==> src/rtl/psd_pkg.sv <==
package psd_pkg;

  typedef enum logic {
    PH_UP   = 1'b0,
    PH_DOWN = 1'b1
  } phase_t;

  // strobes from control to datapath
  typedef struct packed {
    logic loadSample;
    logic stepUp;
    logic stepDown;
    logic takeOperate;
    logic takeRelease;
  } dpCtrl_t;

  // comparison results from datapath to control
  typedef struct packed {
    logic aboveTrk;
    logic belowTrk;
    logic belowLow;
    logic aboveHigh;
  } dpFlags_t;

endpackage

==> src/rtl/psd_datapath.sv <==
module psd_datapath
  import psd_pkg::*;
#(
  parameter int SAMPLE_W = 12,
  parameter int HYST_W   = 10
) (
  input  logic                       clk,
  input  logic                       rstN,
  input  logic signed [SAMPLE_W-1:0] sampleIn,
  input  logic        [HYST_W-1:0]   hystOperate,
  input  logic        [HYST_W-1:0]   hystRelease,
  input  dpCtrl_t                    ctrl,
  output dpFlags_t                   flags
);

  localparam int EXT_W = ((HYST_W > SAMPLE_W) ? HYST_W : SAMPLE_W) + 2;
  localparam int MAX_I = (1 << (SAMPLE_W - 1)) - 1;
  localparam logic signed [EXT_W-1:0] MAX_V = EXT_W'(MAX_I);
  localparam logic signed [EXT_W-1:0] MIN_V = EXT_W'(-MAX_I - 1);

  logic signed [SAMPLE_W-1:0] trk;
  logic        [HYST_W-1:0]   hystReg;

  logic signed [EXT_W-1:0] trkX, sampleX, hystX;
  logic signed [EXT_W-1:0] lowRaw, highRaw, thrLow, thrHigh;

  always_comb begin
    trkX    = EXT_W'(trk);
    sampleX = EXT_W'(sampleIn);
    hystX   = signed'(EXT_W'(hystReg));
    lowRaw  = trkX - hystX;
    highRaw = trkX + hystX;
    thrLow  = (lowRaw < MIN_V) ? MIN_V : lowRaw;
    thrHigh = (highRaw > MAX_V) ? MAX_V : highRaw;
    flags.aboveTrk  = sampleIn > trk;
    flags.belowTrk  = sampleIn < trk;
    flags.belowLow  = sampleX < thrLow;
    flags.aboveHigh = sampleX > thrHigh;
  end

  always_ff @(posedge clk) begin
    if (!rstN) begin
      trk     <= '0;
      hystReg <= '0;
    end else begin
      if (ctrl.loadSample)    trk <= sampleIn;
      else if (ctrl.stepUp)   trk <= trk + SAMPLE_W'(1);
      else if (ctrl.stepDown) trk <= trk - SAMPLE_W'(1);
      if (ctrl.takeOperate)      hystReg <= hystOperate;
      else if (ctrl.takeRelease) hystReg <= hystRelease;
    end
  end

  // outside priming, the tracker moves by at most one LSB
  p_unit_step_r2: assert property (@(posedge clk) disable iff (!rstN)
    !ctrl.loadSample |=> (trk == $past(trk)) || (trk == $past(trk) + SAMPLE_W'(1))
                         || (trk == $past(trk) - SAMPLE_W'(1)));

  // saturated thresholds bracket the tracker
  p_thr_bracket_r8: assert property (@(posedge clk) disable iff (!rstN)
    (thrLow <= trkX) && (thrHigh >= trkX));

endmodule

==> src/rtl/psd_control.sv <==
module psd_control
  import psd_pkg::*;
(
  input  logic     clk,
  input  logic     rstN,
  input  logic     sampleValid,
  input  dpFlags_t flags,
  output dpCtrl_t  ctrl,
  output logic     outLevel,
  output logic     outToggle
);

  phase_t phase;
  logic   primed;
  logic   switchNow;

  always_comb begin
    ctrl      = '0;
    switchNow = 1'b0;
    if (sampleValid) begin
      if (!primed) begin
        ctrl.loadSample  = 1'b1;
        ctrl.takeOperate = 1'b1;
      end else if (phase == PH_UP) begin
        if (flags.belowLow) begin
          switchNow        = 1'b1;
          ctrl.takeRelease = 1'b1;
        end else if (flags.aboveTrk) begin
          ctrl.stepUp = 1'b1;
        end
      end else begin
        if (flags.aboveHigh) begin
          switchNow        = 1'b1;
          ctrl.takeOperate = 1'b1;
        end else if (flags.belowTrk) begin
          ctrl.stepDown = 1'b1;
        end
      end
    end
  end

  always_ff @(posedge clk) begin
    if (!rstN) begin
      phase     <= PH_UP;
      primed    <= 1'b0;
      outLevel  <= 1'b0;
      outToggle <= 1'b0;
    end else begin
      outToggle <= switchNow;
      if (sampleValid && !primed) begin
        primed <= 1'b1;
        phase  <= PH_UP;
      end
      if (switchNow) begin
        outLevel <= ~outLevel;
        phase    <= (phase == PH_UP) ? PH_DOWN : PH_UP;
      end
    end
  end

  // every toggle pulse marks a real level change
  p_toggle_marks_change_r7: assert property (@(posedge clk) disable iff (!rstN)
    outToggle |-> (outLevel != $past(outLevel)));

  // no valid sample, no change of level
  p_hold_when_idle_r9: assert property (@(posedge clk) disable iff (!rstN)
    !sampleValid |=> $stable(outLevel) && !outToggle);

  // upward step only toward a higher input
  p_step_up_toward_r2: assert property (@(posedge clk) disable iff (!rstN)
    ctrl.stepUp |-> flags.aboveTrk);

  // downward step only toward a lower input
  p_step_down_toward_r4: assert property (@(posedge clk) disable iff (!rstN)
    ctrl.stepDown |-> flags.belowTrk);

  // at most one tracker action per cycle
  p_single_action_r2: assert property (@(posedge clk) disable iff (!rstN)
    $onehot0({ctrl.loadSample, ctrl.stepUp, ctrl.stepDown}));

endmodule

==> src/rtl/peak_switch_detector.sv <==
module peak_switch_detector
  import psd_pkg::*;
#(
  parameter int SAMPLE_W = 12,
  parameter int HYST_W   = 10
) (
  input  logic                       clk,
  input  logic                       rstN,
  input  logic                       sampleValid,
  input  logic signed [SAMPLE_W-1:0] sampleIn,
  input  logic        [HYST_W-1:0]   hystOperate,
  input  logic        [HYST_W-1:0]   hystRelease,
  output logic                       outLevel,
  output logic                       outToggle
);

  dpCtrl_t  ctrl;
  dpFlags_t flags;

  psd_datapath #(
    .SAMPLE_W(SAMPLE_W),
    .HYST_W  (HYST_W)
  ) u_datapath (
    .clk        (clk),
    .rstN       (rstN),
    .sampleIn   (sampleIn),
    .hystOperate(hystOperate),
    .hystRelease(hystRelease),
    .ctrl       (ctrl),
    .flags      (flags)
  );

  psd_control u_control (
    .clk        (clk),
    .rstN       (rstN),
    .sampleValid(sampleValid),
    .flags      (flags),
    .ctrl       (ctrl),
    .outLevel   (outLevel),
    .outToggle  (outToggle)
  );

endmodule

==> config.mk <==
export PLATFORM = sky130hd
export DESIGN_NAME = peak_switch_detector
export DESIGN_NICKNAME = d
export VERILOG_FILES = /design/src/rtl/psd_pkg.sv /design/src/rtl/psd_datapath.sv /design/src/rtl/psd_control.sv /design/src/rtl/peak_switch_detector.sv
export SDC_FILE = /design/constraint.sdc
export NUM_CORES = 1
export LEC_CHECK = 0
export BUFFER_PORTS_ARGS = -buffer_cell sky130_fd_sc_hd__clkbuf_2
export CORE_UTILIZATION = 40
export CTS_BUF_LIST = sky130_fd_sc_hd__clkbuf_2 sky130_fd_sc_hd__clkbuf_4 sky130_fd_sc_hd__clkbuf_8
export CTS_CLUSTER_DIAMETER = 100
export DETAILED_ROUTE_END_ITERATION = 7
export PLACE_DENSITY_LB_ADDON = 0.08
export SLEW_MARGIN = 0
export SYNTH_ARGS = -nofsm -noshare
export SYNTH_HDL_FRONTEND = slang
export SYNTH_SLANG_ARGS = --single-unit
export TNS_END_PERCENT = 10
==> constraint.sdc <==
create_clock -name clk -period 17.1 [get_ports clk]
set_input_delay 1.71 -clock clk [delete_from_list [all_inputs] [get_ports clk]]
set_output_delay 1.71 -clock clk [all_outputs]
set_load 0.005 [all_outputs]
==> results of run 1 <==
[layout by cell type (no fill, tap or decap), types with 3 or more instances in the layout]
cell and count:
nand4_1 10, mux2i_1 11, xor2_1 4, nand2b_1 12, nor4_1 5, o211ai_1 5, inv_1 40, nor2_1 43
o21bai_1 6, clkbuf_8 3, o21a_1 7, nand3_1 8, a211oi_1 27, nor2b_1 9, xnor2_1 17, a21o_1 6
fa_1 3, o31ai_1 4, or2_2 3, o21ai_0 16, ha_1 69, clkbuf_2 36, nand2_1 21, or3_1 4
nand3b_1 3, nor3_1 12, a21oi_1 37, dfxtp_1 26, a211o_1 4, a2111o_1 3
[power by group]
part	internal, mW	switching (mW)	leakage [nW]
sequential	0.0758	0.0230	0.215
combinational	0.235	0.301	1.49
clock	0.0314	0.0222	0.0357
total	0.342	0.347	1.74
[cells by family after synthesis]
kind of cell,after synthesis,synth area share
xor gates and xnor gates,21,0.0498
buffers and inverters,59,0.0719
AOI/OAI and AO/OA,141,0.267
DFF,26,0.141
adders and majority gates,72,0.250
muxes,11,0.0298
and+or+nand+nor,139,0.190
[flip-flops by register name (all words and copies together), names as in the netlist]
name                 count
u_datapath.trk          12
u_datapath.hystReg      10
u_control.outLevel       1
u_control.outToggle      1
u_control.phase          1
u_control.primed         1
[area by class of cell]
cell class / instances / share of cell area
Sequential cell: 26 / 0.131
Timing Repair Buffer: 38 / 0.0490
Clock buffer: 3 / 0.0104
Clock inverter: 1 / 0.00753
Tap cell: 108 / 0.0339
Inverter: 41 / 0.0386
Multi-Input combinational cell: 384 / 0.730
[worst register-to-register path, cell delays in order (launching register included)]
cell,delay [ns]
dfxtp_1,0.42
inv_1,0.11
ha_1,0.30
nor2b_1,0.14
o31ai_1,0.46
a211oi_1,0.20
nor2_1,0.32
nor3b_1,0.09
a31oi_1,0.62
o21ai_0,0.17
or2_2,0.32
ha_1,0.29
nand3_1,0.10
or4_4,0.50
or3b_1,0.37
or3_1,0.35
o211ai_2,0.14
nand2_1,0.36
ha_1,0.44
a211o_1,0.31
a21oi_1,0.18
o21ai_0,0.16
a41oi_1,0.29
a21oi_1,0.13
a21o_2,0.21
a2111o_1,0.41
a31oi_1,0.13
[how the worst max path moves through the flow]
stage,start,end,cells past startpoint
CTS,u_datapath.hystReg[1],u_datapath.trk[11],26
finish,u_datapath.hystReg[1],u_datapath.trk[11],26
global route,u_datapath.hystReg[1],u_datapath.trk[11],26
detailed placement,u_datapath.hystReg[1],u_datapath.trk[11],26
floorplan,u_datapath.hystReg[1],u_datapath.trk[11],26
global placement,u_datapath.hystReg[1],u_datapath.trk[11],26
[metal layers]
metal / track usage / wire (um) / vias to the layer above
li1: - / - / 1769
met1: 0.304 / 5040 / 1601
met2: 0.374 / 4760 / 47
met3: 0.0100 / 348 / 7
met4: 0.0420 / 89 / 0
met5: 0 / 0 / -
[through the flow]
| stage | setup WS [ns] | power [mW] | utilization |
|---|---|---|---|
| after floorplan | 10.57 | 0.521 | - |
| after global placement | 9.89 | 0.626 | 0.445 |
| after detailed placement | 9.64 | 0.635 | 0.445 |
| after CTS | 9.55 | 0.690 | 0.453 |
| after global routing | 8.92 | 0.765 | 0.453 |
| final | 9.51 | 0.689 | 0.453 |
==> qor.yml, run 1 <==
worst_setup_path:
  cp_num_buf_inv: 1
  startpoint_type: "flop"
  arrival_ns: 7.80
  reg2reg_slack_ns: 9.51
  cp_top_family: "compound AO/OA/AOI/OAI gates"
  path_max_fanout: 12
  cp_slowest_stage_delay_ns: 0.62
  required_ns: 17.31
  worst_setup_path_end_kind: "flop"
  timing.rr.end: "u_datapath.trk[11]"
  setup.worst_path.class: "flop to flop"
  crit_top_cell: "ha_1"
  r2r-start: "u_datapath.hystReg[1]"
  cpMaxStageDelayCell: "a31oi_1"
  ff2ff_path_depth: 26
sta:
  rsz0062_at_grt: "false"
  finalCritPeriodShare: 0.444
  hold_violations: 0
  fin_skew_ns: 0.00751
  relSlewSlack: 0.299
  setup_tns_ns: 0
  slew_violations: 0
  hold_ws_ns: 0.530
  worstMarginPinSlew_ns: 1.05
  max_clock_freq_ghz: 0.132
  min_period_ns: 7.59
  setup-violations-final: 0
cells_and_area:
  insertedDiodeCount: 0
  drive_gt1_frac: 0.112
  fin_area_sq_mm: 0.00399
  seqCellArea_sq_um: 520
  fillCellCount: 911
  multiInputGateArea_sq_mm: 0.00291
  syn_to_final_growth_pct: 8.04
  stdcell_count: 601
  final_nets: 601
drt:
  drc_errors: 2
  totalWireLength_um: 10200
  drt_iter0_drc: 119
  drt-wirelength-per-cell_um: 17.0
  first_pass_iters: 6
  num_vias: 3424
  routed_via_density: 5.70
  ant_nets: 0
die:
  fp-row-count: 34
  start_util: 0.419
  die_h_um: 98.0
  dieArea_sq_mm: 0.00961
  die_x_um: 98.0
  core-area_sq_mm: 0.00881
  io_pins: 37
synth:
  synthFlopType: "dfxtp_1"
  synth_edf_count: 0
  synth_common_cells: "ha_1, nor2_1, inv_1, a21oi_1, a211oi_1"
  yosysMostFrequentCell: "ha_1"
  syn_inst: 469
  yosysTopAreaCell: "ha_1"
  ys_types: 60
  ys_ff_latch: 26
  netlist_top_cells_area: "ha_1, dfxtp_1, a211oi_1, a21oi_1, nor2_1"
  yosysWarnings: 0
  syn_area_per_cell_sq_um: 7.87
  synth_async_sr_flop_share: 0
  syn_nets: 576
  synth_top_area_frac: 0.234
  seq_area_frac_synth: 0.141
  syn-cell-area_sq_mm: 0.00369
global_routing:
  antenna_found_initial: 0
  grt_overflow: 0
  globalRouteTotalUtil: 0.218
  grt_pass1_wl_um: 16600
  grt_max_degree: 26
  grt_pass1_vias: 3321
status:
  status: "complete, but fails checks"
  violations: "design-rule violations"
cts:
  cts_root_buffer: "clkbuf_8"
  holdBufCountCts: 0
  cts_resized: 0
  cts_tree: "built"
  cts_buffer_depth: 2
  h-tree-depth: 1
  clk_latency_ns: 0.28
  clk_pin_slew_ns: 0.10
  cts_buffers: 3
  clock-sinks: 26
  postCtsSetupBuffers: 0
placement:
  port_buffers: 36
  placed_cell_area_sq_mm: 0.00392
  dp_hpwl_um: 8700
  dp.cells: 597
  place.gp.congestion: 0.913
hold_path:
  min_from: "u_control.outLevel"
  min_path_cells: 2
  min_to: "u_control.outLevel"
  worst_hold_path_type: "flop to flop"
pwr:
  p_leak_nw: 1.74
  vdd_ir_drop_max_mv: 0.0719
  power_density_mw_per_mm2: 173
flow_run:
  maxCapViolations: 0
Note: power is estimated with default switching activity, not from simulation.
==> run 2: changes to the inputs <==
--- a/config.mk
+++ b/config.mk
@@ -5,6 +5,7 @@
 export SDC_FILE = /design/constraint.sdc
 export NUM_CORES = 1
 export LEC_CHECK = 0
+export ABC_AREA = 1
 export BUFFER_PORTS_ARGS = -buffer_cell sky130_fd_sc_hd__clkbuf_2
 export CORE_UTILIZATION = 40
 export CTS_BUF_LIST = sky130_fd_sc_hd__clkbuf_2 sky130_fd_sc_hd__clkbuf_4 sky130_fd_sc_hd__clkbuf_8
==> constraint.sdc (replaced) <==
create_clock -name clk -period 7.94 [get_ports clk]
set_input_delay 0.794 -clock clk [delete_from_list [all_inputs] [get_ports clk]]
set_output_delay 0.794 -clock clk [all_outputs]
set_load 0.005 [all_outputs]
==> run 2 against run 1 <==
- the flow now finishes without violations
- die area rose by 9.0%
- count of clock-buffer cells in the layout rose by 1
- final area rose by 6.4%
- register-to-register slack got worse by 7.3 ns
- hold slack got worse by 0.060 ns
- sequential power rose by 99%
- critical path depth rose by 5
- largest power group unchanged
- non-clock buffer count fell by 2
- setup slack got worse by 7.3 ns
- critical path type unchanged
- maximum frequency rose by 33%
==> qor.yml, run 2 <==
status:
  status: "completed"
cts:
  clock-sinks: 26
  clk_pin_slew_ns: 0.10
  cts_root_buffer: "clkbuf_8"
  clk_latency_ns: 0.28
  cts_tree: "built"
  postCtsSetupBuffers: 0
  cts_buffer_depth: 2
  cts_buffers: 3
  cts_resized: 0
  holdBufCountCts: 0
  h-tree-depth: 1
cells_and_area:
  insertedDiodeCount: 0
  largestRegisters: "u_datapath.trk: 12 flops, u_datapath.hystReg: 10 flops"
  fin_area_sq_mm: 0.00424
  final_common_cell: "nand2_1"
  fillCellCount: 1055
  top_register: "u_datapath.trk"
  syn_to_final_growth_pct: 5.34
  drive_gt1_frac: 0.184
  final_nets: 705
  largest_reg_flops: 12
  final_cell_mix: "nand2_1, ha_1, inv_1"
pwr:
  power_density_mw_per_mm2: 325
  vdd_ir_drop_max_mv: 0.110
  p_leak_nw: 2.10
global_routing:
  grt_overflow: 0
  grt_pass1_wl_um: 18300
  antenna_found_initial: 0
  grt_max_degree: 25
  globalRouteTotalUtil: 0.230
  grt_pass1_vias: 3535
drt:
  drt_iter0_drc: 170
  routed_via_density: 5.17
  totalWireLength_um: 11200
  num_vias: 3774
  ant_nets: 0
  first_pass_iters: 4
  drc_errors: 0
  drt-wirelength-per-cell_um: 15.4
synth:
  ys_types: 49
  yosysWarnings: 0
  synthFlopType: "dfxtp_1"
  synth_async_sr_flop_share: 0
  syn_area_per_cell_sq_um: 7.00
  ys_ff_latch: 26
  netlist_top_cells_area: "ha_1, dfxtp_1, nand2_1, a21oi_1, inv_1"
  synth_top_area_frac: 0.214
  syn_nets: 682
  synth_common_cells: "nand2_1, ha_1, inv_1, a21oi_1, nor2_1"
  yosysTopAreaCell: "ha_1"
  seq_area_frac_synth: 0.129
  syn_inst: 575
  syn-cell-area_sq_mm: 0.00403
  yosysMostFrequentCell: "nand2_1"
  synth_edf_count: 0
placement:
  dp_hpwl_um: 9410
  place.gp.congestion: 0.861
  placed_cell_area_sq_mm: 0.00419
  port_buffers: 36
die:
  core-area_sq_mm: 0.00977
  die_h_um: 102
  io_pins: 37
  fp-row-count: 36
  die_x_um: 102
  dieArea_sq_mm: 0.0105
  start_util: 0.412
hold_path:
  worst_hold_path_type: "flop to flop"
  min_from: "u_control.outLevel"
sta:
  rsz0062_at_grt: "false"
  fin_skew_ns: 0.00477
  max_clock_freq_ghz: 0.175
  worstMarginPinSlew_ns: 0.686
  relSlewSlack: 0.541
  finalCritPeriodShare: 0.719
  min_period_ns: 5.71
  hold_violations: 0
  slew_violations: 0
  setup-violations-final: 0
  setup_tns_ns: 0
worst_setup_path:
  arrival_ns: 5.88
  startpoint_type: "flop"
  crit_start: "u_datapath.trk[0]"
  cp_slowest_stage_delay_ns: 0.61
  worst_setup_path_end_kind: "flop"
  r2r-start: "u_datapath.trk[0]"
  setup.worst_path.class: "flop to flop"
  path_max_fanout: 13
  cpMaxStageDelayCell: "ha_1"
  required_ns: 8.11
flow_run:
  maxCapViolations: 0
[run 2: logic make-up after synthesis]
kind of cell	share of synthesized area
and+or+nand+nor	0.306
AOI/OAI and AO/OA	0.173
buffers and inverters	0.110
adders and majority gates	0.229
DFF	0.129
xor gates and xnor gates	0.0413
muxes	0.0112
[run 2: layout make-up]
class / instances / area (sq um) / share of cell area
timing repair buffer: 36 / 180 / 0.0425
sequential: 26 / 520 / 0.123
clock buffer: 4 / 55.1 / 0.0130
tap: 133 / 166 / 0.0392
inverter: 68 / 258 / 0.0607
multi-input combinational: 463 / 3060 / 0.722
[run 2: per-stage QoR]
stage	cells	worst slack, ns	hold WS (ns)	power (mW)	utilization
final	730	2.23	0.469	1.38	0.434
after global routing	730	1.62	0.493	1.56	0.434
after CTS	730	2.24	0.474	1.39	0.434
after detailed placement	726	2.25	0.458	1.28	0.428
after global placement	726	2.28	0.451	1.28	0.428
after floorplan	575	3.05	0.455	1.06	-
[run 2: power breakdown]
| part | switching (mW) | internal, mW |
|---|---|---|
| Combinational | 0.670 | 0.420 |
| Sequential | 0.0396 | 0.157 |
| Clock | 0.0497 | 0.0446 |
[run 2: path summary, 6_finish.rpt]
| check | slack (ns) | cells past startpoint | endpoint |
|---|---|---|---|
| setup / recovery | 2.23 | 31 | u_datapath.trk[8] |
| setup reg to reg | 2.23 | 31 | u_datapath.trk[8] |
| hold / removal | 0.47 | 2 | u_control.outLevel |
| hold reg to reg | 0.47 | 2 | u_control.outLevel |
[run 2: routing by layer]
layer	up-vias	share of wire	GRT usage
met2	85	0.44	0.375
li1	1975	-	-
met5	-	0	0
met3	13	0.044	0.00821
met1	1701	0.49	0.330
met4	0	0.022	0.0637
[run 2: critical path, delay by kind of cell, from the launching register on]
kind                       cells  cell delay (ns)
DFF                            1             0.44
muxes                          1             0.27
AOI/OAI and AO/OA              7             1.00
adders and majority gates      4             1.50
xor gates and xnor gates       1             0.16
and+or+nand+nor               14             1.88
buffers and inverters          4             0.34
==> run 3: changes to the inputs <==
==> constraint.sdc (replaced) <==
create_clock -name clk -period 5.2 [get_ports clk]
set_input_delay 0.52 -clock clk [delete_from_list [all_inputs] [get_ports clk]]
set_output_delay 0.52 -clock clk [all_outputs]
set_load 0.005 [all_outputs]
==> run 3 against run 2 <==
- setup slack worse by 1.9 ns
- clock power up 85%
- first-iteration DRC count is 2.9% lower
- sequential share of layout area shrank 1.3 points
- largest power group unchanged
- critical endpoint is now u_datapath.trk[11]
==> qor.yml, run 3 (synthesized netlist as in run 2, its figures left out) <==
status:
  status: "completed"
worst_setup_path:
  startpoint_type: "flop"
  cp_slowest_stage_delay_ns: 0.36
  crit_top_cell: "inv_1"
  timing.rr.end: "u_datapath.trk[11]"
  required_ns: 5.37
  setup.worst_path.class: "flop to flop"
  cpMaxStageDelayCell: "fa_1"
  worst_setup_path_end_kind: "flop"
  ff2ff_path_depth: 32
  r2r-start: "u_datapath.trk[0]"
  arrival_ns: 5.04
  path_max_fanout: 8
  reg2reg_slack_ns: 0.33
sta:
  relSlewSlack: 0.695
  worstMarginPinSlew_ns: 0.456
  max_clock_freq_ghz: 0.205
  rsz0062_at_grt: "true"
  setup-violations-final: 0
  slew_violations: 0
  hold_ws_ns: 0.473
  fin_skew_ns: 0.00165
  finalCritPeriodShare: 0.936
  setup_tns_ns: 0
  hold_violations: 0
  min_period_ns: 4.87
die:
  die_h_um: 102
  dieArea_sq_mm: 0.0105
  die_x_um: 102
  fp-row-count: 36
  start_util: 0.412
  core-area_sq_mm: 0.00977
  io_pins: 37
global_routing:
  grt_max_degree: 21
  grt_overflow: 0
  globalRouteTotalUtil: 0.237
  grt_pass1_wl_um: 18800
  antenna_found_initial: 0
  grt_pass1_vias: 3768
placement:
  port_buffers: 36
  placed_cell_area_sq_mm: 0.00449
  place.gp.congestion: 0.979
  dp_hpwl_um: 10100
  dp.cells: 763
cells_and_area:
  final_common_cell: "nand2_1"
  insertedDiodeCount: 0
  syn_to_final_growth_pct: 17.6
  drive_gt1_frac: 0.277
  final_nets: 747
  final_cell_mix: "nand2_1, inv_1, ha_1"
  largest_reg_flops: 12
  fin_area_sq_mm: 0.00474
  stdcell_count: 772
  top_register: "u_datapath.trk"
  largestRegisters: "u_datapath.trk: 12 flops, u_datapath.hystReg: 10 flops"
  fin_util: 0.485
cts:
  h-tree-depth: 1
  clock-sinks: 26
  cts_buffer_depth: 2
  cts_root_buffer: "clkbuf_8"
  cts_tree: "built"
  clk_pin_slew_ns: 0.10
  clk_latency_ns: 0.28
  cts_buffers: 3
  holdBufCountCts: 0
drt:
  routed_via_density: 5.11
  ant_nets: 0
  drt_iter0_drc: 165
  num_vias: 3944
  drc_errors: 0
  drt-wirelength-per-cell_um: 15.3
  totalWireLength_um: 11800
  first_pass_iters: 4
pwr:
  vdd_ir_drop_max_mv: 0.275
  p_leak_nw: 2.34
  power_density_mw_per_mm2: 509
hold_path:
  min_to: "u_control.outLevel"
  worst_hold_path_type: "flop to flop"
  min_from: "u_control.outLevel"
  min_path_cells: 2
flow_run:
  maxCapViolations: 0
## run 3: per-layer routing
layer  GRT usage  vias to the layer above  routed length [um]
met1       0.324                     1794                5800
li1            -                     2073                   -
met3     0.00752                       21                 275
met4      0.0791                        0                 345
met2       0.400                       56                5420
met5           0                        -                   0
## run 3: through the flow
stage               setup WS (ns)  total power, mW
floorplan                   0.308             1.62
global placement            0.157             2.06
detailed placement         0.0155             2.08
CTS                       0.00267             2.27
global route              -0.0427             2.68
finish                      0.331             2.41
## run 3: what timing repair did
item | in CTS | in global routing
setup buffers | 0 | 5
setup endpoints to repair | 0 | 24
gates resized for setup | 0 | 36
## run 3: layout make-up
class,instances,area [sq um]
Fill cell,1016,5040
Inverter,68,258
Clock buffer,3,41.3
Timing Repair Buffer,78,524
Tap cell,133,166
Sequential cell,26,522
Clock inverter,1,30.0
Multi-Input combinational cell,463,3190
## run 3: worst max-delay path by stage
| stage | startpoint | end | depth (start not counted) |
|---|---|---|---|
| 5_1_grt | u_datapath.trk[0] | u_datapath.trk[8] | 33 |
| 3_3_place_gp | u_datapath.trk[0] | u_datapath.trk[8] | 31 |
| 6_report | u_datapath.trk[0] | u_datapath.trk[11] | 32 |
| 4_1_cts | u_datapath.trk[0] | u_datapath.trk[8] | 31 |
| 3_5_place_dp | u_datapath.trk[0] | u_datapath.trk[8] | 31 |
| 2_1_floorplan | u_datapath.trk[0] | u_datapath.trk[8] | 31 |
## run 3: critical path: cells and delay by family, from the launching register on
family                   cells  cell delay [ns]
AO/OA/AOI/OAI                7             1.00
AND/OR/NAND/NOR             13             1.45
XOR/XNOR                     1             0.22
flip-flops                   1             0.34
adder cells (fa/ha/maj)      4             1.00
buffers and inverters        7             0.74
## run 3: where the power goes
group | internal (mW) | switching (mW)
Clock | 0.103 | 0.0712
Combinational | 0.835 | 1.12
Sequential | 0.240 | 0.0388
Total | 1.18 | 1.23
